**src/rtl/blkxfer_pkg.sv**
```systemverilog
package blkxfer_pkg;

    localparam int LIST_W = 16;
    localparam int IDX_W  = $clog2(LIST_W);
    localparam int CNT_W  = $clog2(LIST_W + 1);

    typedef enum logic [1:0] {
        ORD_INC_AFTER  = 2'd0,
        ORD_INC_BEFORE = 2'd1,
        ORD_DEC_AFTER  = 2'd2,
        ORD_DEC_BEFORE = 2'd3
    } order_e;

    typedef struct packed {
        logic       stack_en;
        logic [1:0] mode;
        logic       is_load;
    } mode_req_t;

    function automatic logic [CNT_W-1:0] list_count(input logic [LIST_W-1:0] l);
        logic [CNT_W-1:0] c;
        c = '0;
        for (int i = 0; i < LIST_W; i++) begin
            c = c + CNT_W'(l[i]);
        end
        return c;
    endfunction

    function automatic logic [IDX_W-1:0] lowest_set(input logic [LIST_W-1:0] l);
        logic [IDX_W-1:0] r;
        r = '0;
        for (int i = LIST_W - 1; i >= 0; i--) begin
            if (l[i]) r = IDX_W'(i);
        end
        return r;
    endfunction

    function automatic logic order_rises(input order_e o);
        return (o == ORD_INC_AFTER) || (o == ORD_INC_BEFORE);
    endfunction

endpackage

```
**src/rtl/blkxfer_mode_map.sv**
```systemverilog
module blkxfer_mode_map
    import blkxfer_pkg::*;
(
    input  mode_req_t req,
    output order_e    order
);
    // Stack name = {empty, ascending}; resolved with the load/store flag.
    always_comb begin
        if (!req.stack_en) begin
            order = order_e'(req.mode);
        end else begin
            unique case ({req.mode, req.is_load})
                3'b00_0: order = ORD_DEC_BEFORE; // full desc store
                3'b00_1: order = ORD_INC_AFTER;  // full desc load
                3'b01_0: order = ORD_INC_BEFORE; // full asc store
                3'b01_1: order = ORD_DEC_AFTER;  // full asc load
                3'b10_0: order = ORD_DEC_AFTER;  // empty desc store
                3'b10_1: order = ORD_INC_BEFORE; // empty desc load
                3'b11_0: order = ORD_INC_AFTER;  // empty asc store
                default: order = ORD_DEC_BEFORE; // empty asc load
            endcase
        end
    end
endmodule

```
**src/rtl/blkxfer_addr_calc.sv**
```systemverilog
module blkxfer_addr_calc
    import blkxfer_pkg::*;
#(
    parameter int AW         = 32,
    parameter int WORD_BYTES = 4
) (
    input  order_e           order,
    input  logic [AW-1:0]    base,
    input  logic [CNT_W-1:0] count,
    input  logic             wb_en,
    output logic [AW-1:0]    first_addr,
    output logic [AW-1:0]    final_base
);
    localparam logic [AW-1:0] STEP = AW'(WORD_BYTES);

    logic [AW-1:0] span;

    always_comb begin
        span = AW'(count) * STEP;
        unique case (order)
            ORD_INC_AFTER:  first_addr = base;
            ORD_INC_BEFORE: first_addr = base + STEP;
            ORD_DEC_AFTER:  first_addr = base - span + STEP;
            default:        first_addr = base - span;
        endcase
        if (!wb_en) begin
            final_base = base;
        end else if (order_rises(order)) begin
            final_base = base + span;
        end else begin
            final_base = base - span;
        end
    end
endmodule

```
**src/rtl/blkxfer_list_walk.sv**
```systemverilog
module blkxfer_list_walk
    import blkxfer_pkg::*;
#(
    parameter int AW         = 32,
    parameter int WORD_BYTES = 4
) (
    input  logic              clk,
    input  logic              rst,
    input  logic              start,
    input  logic [LIST_W-1:0] list_in,
    input  logic [AW-1:0]     first_addr,
    input  logic [AW-1:0]     final_base,
    output logic              xfer_vld,
    output logic [AW-1:0]     xfer_addr,
    output logic [IDX_W-1:0]  xfer_reg,
    output logic              done,
    output logic [AW-1:0]     base_out
);
    localparam logic [AW-1:0] STEP = AW'(WORD_BYTES);

    logic              busy_q;
    logic [LIST_W-1:0] rem_q;
    logic [AW-1:0]     addr_q;
    logic [AW-1:0]     base_q;
    logic [IDX_W-1:0]  cur_idx;
    logic              rem_any;

    always_comb begin
        rem_any = |rem_q;
        cur_idx = lowest_set(rem_q);
    end

    always_ff @(posedge clk) begin
        if (rst) begin
            busy_q <= 1'b0;
            rem_q  <= '0;
            addr_q <= '0;
            base_q <= '0;
        end else if (!busy_q) begin
            if (start) begin
                busy_q <= 1'b1;
                rem_q  <= list_in;
                addr_q <= first_addr;
                base_q <= final_base;
            end
        end else if (!rem_any) begin
            busy_q <= 1'b0;
        end else begin
            rem_q[cur_idx] <= 1'b0;
            addr_q         <= addr_q + STEP;
        end
    end

    assign xfer_vld  = busy_q && rem_any;
    assign done      = busy_q && !rem_any;
    assign xfer_addr = addr_q;
    assign xfer_reg  = cur_idx;
    assign base_out  = base_q;
endmodule

```
**src/rtl/blkxfer_seq.sv**
```systemverilog
module blkxfer_seq
    import blkxfer_pkg::*;
#(
    parameter int AW         = 32,
    parameter int WORD_BYTES = 4
) (
    input  logic          clk,
    input  logic          rst,
    input  logic          start,
    input  logic [AW-1:0] base_addr,
    input  logic [15:0]   reg_list,
    input  logic          stack_en,
    input  logic [1:0]    mode,
    input  logic          is_load,
    input  logic          wb_en,
    output logic          xfer_vld,
    output logic [AW-1:0] xfer_addr,
    output logic [3:0]    xfer_reg,
    output logic          done,
    output logic [AW-1:0] base_out
);
    mode_req_t        req;
    order_e           order;
    logic [CNT_W-1:0] count;
    logic [AW-1:0]    first_addr;
    logic [AW-1:0]    final_base;

    always_comb begin
        req.stack_en = stack_en;
        req.mode     = mode;
        req.is_load  = is_load;
        count        = list_count(reg_list);
    end

    blkxfer_mode_map u_map (
        .req   (req),
        .order (order)
    );

    blkxfer_addr_calc #(.AW(AW), .WORD_BYTES(WORD_BYTES)) u_calc (
        .order      (order),
        .base       (base_addr),
        .count      (count),
        .wb_en      (wb_en),
        .first_addr (first_addr),
        .final_base (final_base)
    );

    blkxfer_list_walk #(.AW(AW), .WORD_BYTES(WORD_BYTES)) u_walk (
        .clk        (clk),
        .rst        (rst),
        .start      (start),
        .list_in    (reg_list),
        .first_addr (first_addr),
        .final_base (final_base),
        .xfer_vld   (xfer_vld),
        .xfer_addr  (xfer_addr),
        .xfer_reg   (xfer_reg),
        .done       (done),
        .base_out   (base_out)
    );
endmodule

```
**config.mk**
```make
export PLATFORM = sky130hd
export DESIGN_NAME = blkxfer_seq
export DESIGN_NICKNAME = d
export VERILOG_FILES = /design/src/rtl/blkxfer_pkg.sv /design/src/rtl/blkxfer_mode_map.sv /design/src/rtl/blkxfer_addr_calc.sv /design/src/rtl/blkxfer_list_walk.sv /design/src/rtl/blkxfer_seq.sv
export SDC_FILE = /design/constraint.sdc
export NUM_CORES = 1
export LEC_CHECK = 0
export ABC_AREA = 1
export CAP_MARGIN = 20
export CORE_MARGIN = 4
export CORE_UTILIZATION = 45
export CTS_CLUSTER_SIZE = 8
export DETAILED_ROUTE_END_ITERATION = 6
export DONT_BUFFER_PORTS = 1
export GPL_ROUTABILITY_DRIVEN = 0
export GPL_TIMING_DRIVEN = 0
export SYNTH_ARGS = -nofsm -noshare
export SYNTH_HDL_FRONTEND = slang
export SYNTH_SLANG_ARGS = --single-unit
```
**constraint.sdc**
```tcl
create_clock -name clk -period 9.56 [get_ports clk]
set_clock_uncertainty 0.15 [all_clocks]
set_input_delay 2.39 -clock clk [delete_from_list [all_inputs] [get_ports clk]]
set_output_delay 2.39 -clock clk [all_outputs]
set_load 0.05 [all_outputs]
```
==> results_dict.tcl <==
set metrics [dict create \
    layout.cells.most_common "nand2_1" \
    netlist_area_um2 9110 \
    fp-row-count 51 \
    overflow 0 \
    cts-root-buf "clkbuf_16" \
    drt_iter0_drc 1124 \
    yosys.area.top_type "dfxtp_1" \
    synth_flop_cell "dfxtp_1" \
    num_vias 10800 \
    antenna_found_initial 0 \
    drc 0 \
    crit_slowest_cell "fa_1" \
    grt_pass1_vias 9848 \
    setup_viol 0 \
    yosysSeqAreaShare_pct 17.8 \
    vias_per_cell 5.84 \
    slew_violations 0 \
    async_flop_share_pct 0 \
    drt_wl_total_um 35100 \
    die_area_um2 22600 \
    syn_inst 1569 \
    postCtsResizedCells 0 \
    initial_core_util_pct 46.2 \
    pre_cts_slack_ns 1.57 \
    numPortBuffers 0 \
    grt_use_total_pct 30.6 \
    wl_met2_um 16200 \
    synth-edff-count 0 \
    ys_ff_latch 81 \
    hold_path_class "reg2reg" \
    fp.dieH_um 150 \
    clk_path_buf_depth 2 \
    numCtsBuffers 9 \
    worstSetupPathType "in2reg" \
    clkSinkCount 81 \
    grt_pass1_wl_um 54200 \
    crit_path_end_kind "flop" \
    clk_pin_slew_ns 0.08 \
    slew_headroom_pct 28.8 \
    syn_avg_cell_area_um2 5.81 \
    diodes 0 \
    post_cts_buffers 0 \
    holdBufCountCts 0 \
    crit_family "adder cells" \
    fin_crit_sh_pct 81.1 \
    worstMarginPinSlew_ns 1.06 \
    highest_layer "met4" \
    drive_gt1_share_pct 7.94 \
    io_pins 126 \
    synth_nets 1663 \
    worstPathRequired_ns 9.64 \
    dpl.hpwl_um 28200 \
    layout_setup_ws_ns 1.81 \
    powerDensity_nw_per_um2 201 \
    synth_top_area_share_pct 17.8 \
    grt_max_degree 17 \
    first_pass_iters 7 \
    post-route-min-period_ns 7.75 \
    final_cell_mix "382 x nand2_1, 172 x inv_1, 162 x a21oi_1, 141 x nor2_1, 132 x nand3_1" \
    fill_cells 2131 \
    maxCapViolCount 0 \
    crit_buf_inv 3 \
    wl_per_cell_um 19.0 \
    synthToLayoutAreaGrowth_pct 6.95 \
    num-nets-final 1676 \
    cp_max_fo 7 \
    regToRegSetupSlack_ns 6.23 \
    wl_met3_um 3380 \
    synth.distinct_cells 48 \
    irDropWorstVdd_uv 93.5 \
    drt-met1-wl_um 14600 \
    antenna_left 0 \
    fmax_ghz 0.129 \
    cts_tree "built" \
    grt_setup_unrepaired "false" \
    power_mw 1.96 \
    yosys_warnings 0 \
    crit_path_start_kind "input pin" \
    core-area_um2 19700 \
    hold_violations 0 \
    clk_latency_ns 0.36 \
    synthTopCellsByArea "dfxtp_1 18%, nand2_1 16%, a21oi_1 8.9%, nand3_1 7.2%, inv_1 7.1%" \
    die_w_um 150 \
    fin_tns_setup_ns 0 \
    leakagePower_nw 4.16 \
    h-tree-depth 3 \
    arrival_ns 7.84 \
    status "completed" \
    cpPeakStageDelay_ns 0.55 \
]
==> through the flow <==
step / instances / area [um^2] / hold WS (ns) / utilization, %
3_3_place_gp: 1834 / 9450 / 0.337 / 47.9
4_1_cts: 1850 / 9740 / 0.363 / 49.4
2_1_floorplan: 1569 / 9110 / 0.315 / -
3_5_place_dp: 1834 / 9450 / 0.344 / 47.9
5_1_grt: 1852 / 9750 / 0.387 / 49.4
6_report: 1852 / 9750 / 0.361 / 49.4
==> sequential cells by signal, summed over array words and instances, names as in the netlist <==
register,count
u_walk.base_out,32
u_walk.busy_q,1
u_walk.rem_q,16
u_walk.xfer_addr,32
==> layout make-up <==
class | count | area (um^2) | area share, %
multi-input combinational | 1223 | 6440 | 66.1
sequential | 81 | 1620 | 16.6
inverter | 180 | 678 | 6.96
buffer | 85 | 377 | 3.86
tap | 265 | 332 | 3.40
clock buffer | 9 | 225 | 2.31
clock inverter | 7 | 60.1 | 0.616
timing repair buffer | 2 | 11.3 | 0.116
==> cell families after synthesis <==
group | Yosys count | share of synthesized area, %
multiplexers | 1 | 0.110
adder cells (fa/ha/maj) | 38 | 6.20
XOR/XNOR | 24 | 2.31
buffers and inverters | 265 | 11.6
AND/OR/NAND/NOR | 795 | 40.1
flip-flops | 81 | 17.8
AO/OA/AOI/OAI | 365 | 21.9
==> worst paths after layout <==
path,cells after the start,from,end
worst min register to register,2,u_walk.rem_q[3],u_walk.rem_q[3]
worst min-delay path,2,u_walk.rem_q[3],u_walk.rem_q[3]
worst max-delay path,25,reg_list[0],u_walk.base_out[27]
worst max register to register,15,u_walk.xfer_addr[2],u_walk.xfer_addr[28]
==> per-layer routing <==
layer,track usage [%],vias to the layer above
met1,40.5,5039
met5,0,-
li1,-,5228
met2,51.2,483
met4,9.06,0
met3,5.24,73
==> cell usage after synthesis, types with 17 or more instances <==
master,number
xor2_1,23
o21ai_0,127
nor3_1,18
nand3_1,132
o211ai_1,28
a21oi_1,162
dfxtp_1,81
inv_1,172
nand2_2,19
nor2_2,21
nand2_1,382
ha_1,26
nand4_1,31
nor2_1,141
a31oi_1,17
clkbuf_1,62
==> where the power goes <==
group | switching [mW] | total, mW | internal [mW]
clock | 0.170 | 0.351 | 0.181
combinational | 0.738 | 1.06 | 0.324
sequential | 0.167 | 0.547 | 0.380
total | 1.08 | 1.96 | 0.884
==> worst reg2reg max path: stages, from the launching register on <==
cell and delay [ns]:
dfxtp_1 0.74, ha_1 0.34, nand4_1 0.13, nor2_1 0.17, nand2_1 0.09, nor2_1 0.15
nand2_1 0.11, nor2_2 0.18, nand3_1 0.11, or2_2 0.32, nor2_2 0.18, inv_1 0.10
nor2_1 0.10, nand2_1 0.06, a31oi_1 0.18, a21oi_1 0.09
Power figures use the tool's default switching activity.
